==> src/rtl/cfg_seq_pkg.sv <==
// Shared types and command bytes of the configuration sequencer.
// Assumes bitstream chunks of 16 bytes behind a one-byte opcode.
package cfg_seq_pkg;

    localparam int CHUNK_LG = 4;

    typedef enum logic [1:0] {ST_IDLE, ST_POLL, ST_XFER, ST_WAIT} seq_state_e;

    typedef enum logic [2:0] {
        CM_ENABLE, CM_READ, CM_PMODE, CM_FRAME, CM_DISABLE, CM_RELEASE
    } seq_cmd_e;

    localparam logic [7:0] OP_ENABLE  = 8'h0B;
    localparam logic [7:0] OP_READ    = 8'h01;
    localparam logic [7:0] OP_PMODE0  = 8'hAE;
    localparam logic [7:0] OP_PMODE1  = 8'h01;
    localparam logic [7:0] OP_FRAME   = 8'hEE;
    localparam logic [7:0] OP_DISABLE = 8'h0C;
    localparam logic [7:0] OP_RELEASE = 8'h23;

    // Index of the last byte of each command frame.
    function automatic logic [4:0] cmd_last(seq_cmd_e c);
        case (c)
            CM_READ:  return 5'd4;
            CM_PMODE: return 5'd1;
            CM_FRAME: return 5'(1 << CHUNK_LG);
            default:  return 5'd0;
        endcase
    endfunction

endpackage

==> src/rtl/cfg_seq_timer.sv <==
// One-shot delay timer: after a go pulse, fire is high in the cycle that
// completes CLK_HZ/1000 counted cycles (at least 1 ms at CLK_HZ).
// Assumes go is not pulsed again while running.
module cfg_seq_timer #(
    parameter int unsigned CLK_HZ = 100_000_000
) (
    input  logic clk,
    input  logic rst_n,
    input  logic go,
    output logic fire
);
    localparam int unsigned LIMIT = (CLK_HZ / 1000 > 0) ? CLK_HZ / 1000 : 1;
    localparam int unsigned CNT_W = $clog2(LIMIT + 1);

    logic             running;
    logic [CNT_W-1:0] cnt;

    assign fire = running && (cnt == CNT_W'(LIMIT - 1));

    // Count cycles from go until the limit is reached.
    always_ff @(posedge clk) begin
        if (!rst_n) begin
            running <= 1'b0;
            cnt     <= '0;
        end else if (go) begin
            running <= 1'b1;
            cnt     <= '0;
        end else if (fire) begin
            running <= 1'b0;
        end else if (running) begin
            cnt <= cnt + 1'b1;
        end
    end

    a_r9_count_bound: assert property (@(posedge clk) disable iff (!rst_n)
        running |-> (cnt < CNT_W'(LIMIT)));
    a_r9_fire_once: assert property (@(posedge clk) disable iff (!rst_n)
        fire |=> !running);
endmodule

==> src/rtl/cfg_seq_chunks.sv <==
// Chunk bookkeeping: judges whether a length is whole chunks and counts
// the chunks still to be sent. Assumes dec never comes when empty.
module cfg_seq_chunks
    import cfg_seq_pkg::*;
#(
    parameter int LEN_W = 16
) (
    input  logic             clk,
    input  logic             rst_n,
    input  logic [LEN_W-1:0] total_len,
    input  logic             load,
    input  logic             dec,
    output logic             len_ok,
    output logic             none_left,
    output logic             one_left
);
    localparam int CNT_W = LEN_W - CHUNK_LG;

    logic [CNT_W-1:0] left;

    assign len_ok    = (total_len[CHUNK_LG-1:0] == '0);
    assign none_left = (left == '0);
    assign one_left  = (left == CNT_W'(1));

    // Load the chunk count at session start, step down per frame sent.
    always_ff @(posedge clk) begin
        if (!rst_n)    left <= '0;
        else if (load) left <= total_len[LEN_W-1:CHUNK_LG];
        else if (dec)  left <= left - 1'b1;
    end

    a_r6_no_underflow: assert property (@(posedge clk) disable iff (!rst_n)
        dec |-> !none_left);
endmodule

==> src/rtl/cfg_prog_seq.sv <==
// Programming-session sequencer. Polls for clearance before every
// chip-select frame, then sends: enable, readback, program mode,
// N data chunks, disable, timed gap, release. Assumes the SPI master
// raises xfer_done for one cycle per exchanged byte, and the poll block
// raises poll_done for one cycle per request.
module cfg_prog_seq
    import cfg_seq_pkg::*;
#(
    parameter int          LEN_W  = 16,
    parameter int unsigned CLK_HZ = 100_000_000
) (
    input  logic             clk,
    input  logic             rst_n,
    input  logic             start,
    input  logic [LEN_W-1:0] total_len,
    input  logic [7:0]       bs_data,
    input  logic             bs_valid,
    output logic             bs_ready,
    output logic             poll_req,
    output logic             poll_need_ready,
    input  logic             poll_done,
    input  logic             poll_fail,
    output logic             spi_cs,
    output logic             xfer_req,
    output logic [7:0]       xfer_tx,
    input  logic             xfer_done,
    input  logic [7:0]       xfer_rx,
    output logic             prog_mode,
    output logic             done,
    output logic             error
);
    seq_state_e state;
    seq_cmd_e   cmd;
    logic [4:0] idx;
    logic [7:0] rd_acc;

    logic is_data, byte_done, last_byte, timer_go, timer_fire;
    logic cnt_load, cnt_dec, len_ok, none_left, one_left;

    // Frame-level handshakes derived from the state.
    assign is_data         = (state == ST_XFER) && (cmd == CM_FRAME) && (idx != '0);
    assign spi_cs          = (state == ST_XFER);
    assign xfer_req        = spi_cs && (!is_data || bs_valid);
    assign bs_ready        = is_data && xfer_done;
    assign poll_req        = (state == ST_POLL);
    assign poll_need_ready = poll_req && (cmd == CM_READ);
    assign byte_done       = spi_cs && xfer_done;
    assign last_byte       = (idx == cmd_last(cmd));
    assign timer_go        = byte_done && last_byte && (cmd == CM_DISABLE);
    assign cnt_load        = (state == ST_IDLE) && start && len_ok;
    assign cnt_dec         = byte_done && last_byte && (cmd == CM_FRAME);

    // Byte to transmit for the current command and position.
    always_comb begin
        case (cmd)
            CM_ENABLE:  xfer_tx = OP_ENABLE;
            CM_READ:    xfer_tx = (idx == '0) ? OP_READ : 8'h00;
            CM_PMODE:   xfer_tx = (idx == '0) ? OP_PMODE0 : OP_PMODE1;
            CM_FRAME:   xfer_tx = (idx == '0) ? OP_FRAME : bs_data;
            CM_DISABLE: xfer_tx = OP_DISABLE;
            default:    xfer_tx = OP_RELEASE;
        endcase
    end

    cfg_seq_chunks #(.LEN_W(LEN_W)) u_chunks (
        .clk(clk), .rst_n(rst_n), .total_len(total_len),
        .load(cnt_load), .dec(cnt_dec),
        .len_ok(len_ok), .none_left(none_left), .one_left(one_left)
    );

    cfg_seq_timer #(.CLK_HZ(CLK_HZ)) u_timer (
        .clk(clk), .rst_n(rst_n), .go(timer_go), .fire(timer_fire)
    );

    // Session state machine: poll, send frame, pick the next command.
    always_ff @(posedge clk) begin
        if (!rst_n) begin
            state     <= ST_IDLE;
            cmd       <= CM_ENABLE;
            idx       <= '0;
            rd_acc    <= '0;
            prog_mode <= 1'b0;
            done      <= 1'b0;
            error     <= 1'b0;
        end else begin
            case (state)
                ST_IDLE: if (start) begin
                    done  <= 1'b0;
                    error <= !len_ok;
                    cmd   <= CM_ENABLE;
                    if (len_ok) state <= ST_POLL;
                end
                ST_POLL: if (poll_done) begin
                    idx    <= '0;
                    rd_acc <= '0;
                    if (poll_fail) begin
                        error     <= 1'b1;
                        prog_mode <= 1'b0;
                        state     <= ST_IDLE;
                    end else begin
                        state <= ST_XFER;
                    end
                end
                ST_XFER: if (xfer_done) begin
                    if (cmd == CM_READ && idx != '0) rd_acc <= rd_acc | xfer_rx;
                    if (!last_byte) begin
                        idx <= idx + 1'b1;
                    end else begin
                        state <= ST_POLL;
                        case (cmd)
                            CM_ENABLE: cmd <= CM_READ;
                            CM_READ: begin
                                if ((rd_acc | xfer_rx) != 8'h00) begin
                                    error <= 1'b1;
                                    state <= ST_IDLE;
                                end
                                cmd <= CM_PMODE;
                            end
                            CM_PMODE: begin
                                prog_mode <= 1'b1;
                                cmd       <= none_left ? CM_DISABLE : CM_FRAME;
                            end
                            CM_FRAME: if (one_left) cmd <= CM_DISABLE;
                            CM_DISABLE: state <= ST_WAIT;
                            default: begin
                                prog_mode <= 1'b0;
                                done      <= 1'b1;
                                state     <= ST_IDLE;
                            end
                        endcase
                    end
                end
                default: if (timer_fire) begin
                    cmd   <= CM_RELEASE;
                    state <= ST_POLL;
                end
            endcase
        end
    end

    a_r7_cs_quiet_in_poll: assert property (@(posedge clk) disable iff (!rst_n)
        poll_req |-> !spi_cs);
    a_r6_req_inside_frame: assert property (@(posedge clk) disable iff (!rst_n)
        xfer_req |-> spi_cs);
    a_r8_abort_releases: assert property (@(posedge clk) disable iff (!rst_n)
        $rose(error) |-> (!spi_cs && !prog_mode));
    a_r10_done_error_excl: assert property (@(posedge clk) disable iff (!rst_n)
        !(done && error));
    a_r5_pm_after_pmode: assert property (@(posedge clk) disable iff (!rst_n)
        $rose(prog_mode) |-> $past(cmd == CM_PMODE));
    a_r1_bad_len_rejected: assert property (@(posedge clk) disable iff (!rst_n)
        (state == ST_IDLE && start && total_len[3:0] != 4'h0) |=> (error && !poll_req));
endmodule

==> config.mk <==
export PLATFORM = sky130hd
export DESIGN_NAME = cfg_prog_seq
export DESIGN_NICKNAME = d
export VERILOG_FILES = /design/src/rtl/cfg_seq_pkg.sv /design/src/rtl/cfg_seq_timer.sv /design/src/rtl/cfg_seq_chunks.sv /design/src/rtl/cfg_prog_seq.sv
export SDC_FILE = /design/constraint.sdc
export NUM_CORES = 1
export LEC_CHECK = 0
export ABC_CLOCK_PERIOD_IN_PS = 2450
export BUFFER_PORTS_ARGS = -buffer_cell sky130_fd_sc_hd__buf_2
export CAP_MARGIN = 0
export CORE_UTILIZATION = 56
export DETAILED_ROUTE_END_ITERATION = 8
export PLACE_DENSITY = 0.8
export REMOVE_ABC_BUFFERS = 1
export SETUP_SLACK_MARGIN = 0.3
export SLEW_MARGIN = 20
export SYNTH_ARGS = -nofsm -noshare
export SYNTH_HDL_FRONTEND = slang
export SYNTH_SLANG_ARGS = --single-unit
==> constraint.sdc <==
create_clock -name clk -period 2.45 [get_ports clk]
set_input_delay 0.245 -clock clk [delete_from_list [all_inputs] [get_ports clk]]
set_output_delay 0.245 -clock clk [all_outputs]
set_load 0.02 [all_outputs]
==> results_dict.tcl <==
set metrics [dict create \
    fin_crit_sh 0.862 \
    grt_pass1_wl_um 12900 \
    detailed_place_hpwl_um 5660 \
    grt_pass1_vias 2863 \
    path_cells "inv_1 > ha_1 > nor4b_4 > clkdlybuf4s15_2 > a21o_1 > a22o_1 > buf_2" \
    finalWirelength_um 7830 \
    fillers 447 \
    finalHoldViolations 0 \
    antenna_cells 0 \
    die_h_um 77.4 \
    avgRoutedWirePerCell_um 15.2 \
    die-area_um2 5990 \
    fmax_ghz 0.474 \
    syn_area_um2 3180 \
    p_per_area_nw_per_um2 534 \
    htree_levels 2 \
    final_common_cell "buf_2" \
    clock_latency_ns 0.31 \
    ant_nets 0 \
    final_cell_mix "buf_2 (54), dfxtp_1 (48), nor2_1 (42)" \
    tightest_slew_ns 0.583 \
    drive_gt1_frac 0.239 \
    place_area_um2 3520 \
    hold_buffers 0 \
    slew_violations 0 \
    relSlewSlack 0.608 \
    hold_start "total_len[12]" \
    vias_per_cell 6.01 \
    initial_core_util 0.578 \
    rrSetupSlack_ns 0.39 \
    power.total_mw 2.01 \
    finalSetupTns_ns 0 \
    synthToLayoutAreaGrowth_pct 18.0 \
    synth-main-ff-cell "dfxtp_1" \
    crit_type "reg -> out" \
    die_w_um 77.4 \
    cts_tree "yes" \
    crit_fanout 9 \
    synth_cells 384 \
    rows 27 \
    synth_warnings 0 \
    startpoint_type "flip-flop" \
    reg2reg_to "u_chunks.left[4]" \
    leakage_nw 1.56 \
    synth_edf_count 0 \
    io_pins 55 \
    grt_overflow_total 0 \
    ys_seq_area_frac 0.321 \
    drt_iter0_drc 210 \
    io_buffers 54 \
    grt_max_degree 19 \
    gp_congestion 0.870 \
    vdd_drop_max_mv 0.250 \
    multi_input_area_um2 2040 \
    cap_violations 0 \
    clkTransAtPathRegs_ns 0.09 \
    rsz0062_at_grt "yes" \
    min_path_cells 2 \
    postSynthRegisterBits 51 \
    ff2ff_path_depth 6 \
    fin_area_um2 3760 \
    core_um2 5510 \
    synth.distinct_cells 66 \
    drc 0 \
    crit_arrival_ns 1.87 \
    antenna_found_initial 0 \
    regArea_um2 1020 \
    end_kind "output pin" \
    outcome "completed" \
    track_usage 0.266 \
    fin_crit_ns 2.11 \
    clockBufferDepth 2 \
    required_ns 2.20 \
    ys_async_sr_fraction 0 \
    cpPeakStageDelay_ns 0.43 \
    drtPass1Iterations 4 \
    num-nets-final 490 \
    cts.sinks 51 \
    num_vias 3102 \
    cp_slowest_cell "dfxtp_2" \
    r2r-start "cmd[0]" \
    setup_slack_ns 0.339 \
    numCtsBuffers 5 \
    cts-root-buf "clkbuf_8" \
    skew_ns 0.0127 \
    postSynthAreaPerCell_um2 8.29 \
    setup_violations 0 \
    holdPathEnd "u_chunks.left[8]" \
    post-place-ws_ns 0.281 \
    hold_path_class "in -> reg" \
]
## cells in the mapped netlist, drive strengths merged, types with 3 or more instances
cell type  instances  area (um^2)
dfxtp             51         1020
nor2              42          158
nand2             32          120
a21oi             24          120
xor2              17          149
nand3             16         80.1
clkbuf            13         48.8
nand4             13         81.3
inv               12         45.0
o21ai             11         58.8
mux2i             10          100
buf                9         76.3
xnor2              9         78.8
and2               8         50.1
and3               8         50.1
ha                 8          100
nor2b              8         50.1
nor3               7         35.0
nor4               7         43.8
o211ai             7         52.6
a2111oi            6          103
a211oi             5         55.1
a21o               5         37.5
nand3b             4         42.5
nor3b              4         30.0
or4                4         33.8
nand2b             3         18.8
o22ai              3         18.8
o2bb2ai            3         26.3
o31ai              3         27.5
## worst max-delay path by stage
stage	start	end	slack, ns	depth (start not counted)
2_1_floorplan	cmd[0]	cmd[0]	-0.005	5
3_3_place_gp	cmd[1]	u_timer.cnt[16]	0.39	6
3_5_place_dp	idx[2]	u_chunks.left[4]	0.28	6
4_1_cts	cmd[1]	u_timer.cnt[6]	0.33	6
5_1_grt	idx[0]	xfer_tx[5]	0.26	7
6_report	idx[0]	xfer_tx[5]	0.34	7
## worst max-delay path, delay by kind of cell, from the launching register on
family	cells	cell delay [ns]
DFF	1	0.43
AOI/OAI and AO/OA	2	0.33
adders and majority gates	1	0.20
and+or+nand+nor	1	0.14
buffers and inverters	3	0.46
## timing repair
item | CTS | global route
resized for setup | 3 | 11
gates cloned | 0 | 1
setup buffers | 1 | 5
pin swaps | 2 | 3
setup endpoints to repair | 6 | 37
## state kept, by name, summed over array words and instances, names as in the netlist
signal,cells
u_timer.cnt,17
u_chunks.left,12
rd_acc,8
idx,5
cmd,3
state,2
done,1
error,1
prog_mode,1
u_timer.running,1
## where the power goes
part,internal (mW),switching [mW],leakage [nW]
logic,0.213,0.319,1.09
registers,0.850,0.0191,0.413
clock network,0.308,0.297,0.0548
## stage by stage
step | std cells | utilization | hold WS (ns)
after floorplan | 362 | - | 0.353
final | 516 | 0.682 | 0.135
after global placement | 501 | 0.640 | 0.448
after detailed placement | 501 | 0.640 | 0.450
after CTS | 510 | 0.663 | 0.129
after global routing | 516 | 0.682 | 0.148
## logic make-up (layout without fill, tap and decap cells)
family                     Yosys count  count (layout)  share of synthesized area
AOI/OAI and AO/OA                   87              87                      0.211
xor gates and xnor gates            26              26                     0.0715
adders and majority gates            8               8                     0.0314
buffers and inverters               34              94                     0.0534
DFF                                 51              51                      0.321
muxes                               10              10                     0.0314
and+or+nand+nor                    168             168                      0.281
## metal layers
metal  global-route usage  vias to the layer above  part of all wire
met1                0.330                     1469              0.44
met4               0.0925                        0             0.017
li1                     -                     1517                 -
met3               0.0459                       12             0.055
met5                    0                        -                 0
met2                0.460                      104              0.49
## cell type report
type                    instances  area share
well taps                      72      0.0240
flip-flops and latches         51       0.273
repair buffers                 74       0.118
clock buffers                   5      0.0183
multi-input cells             299       0.542
inverters                      12      0.0120
clock inverters                 3      0.0123
Power figures use the tool's default switching activity.
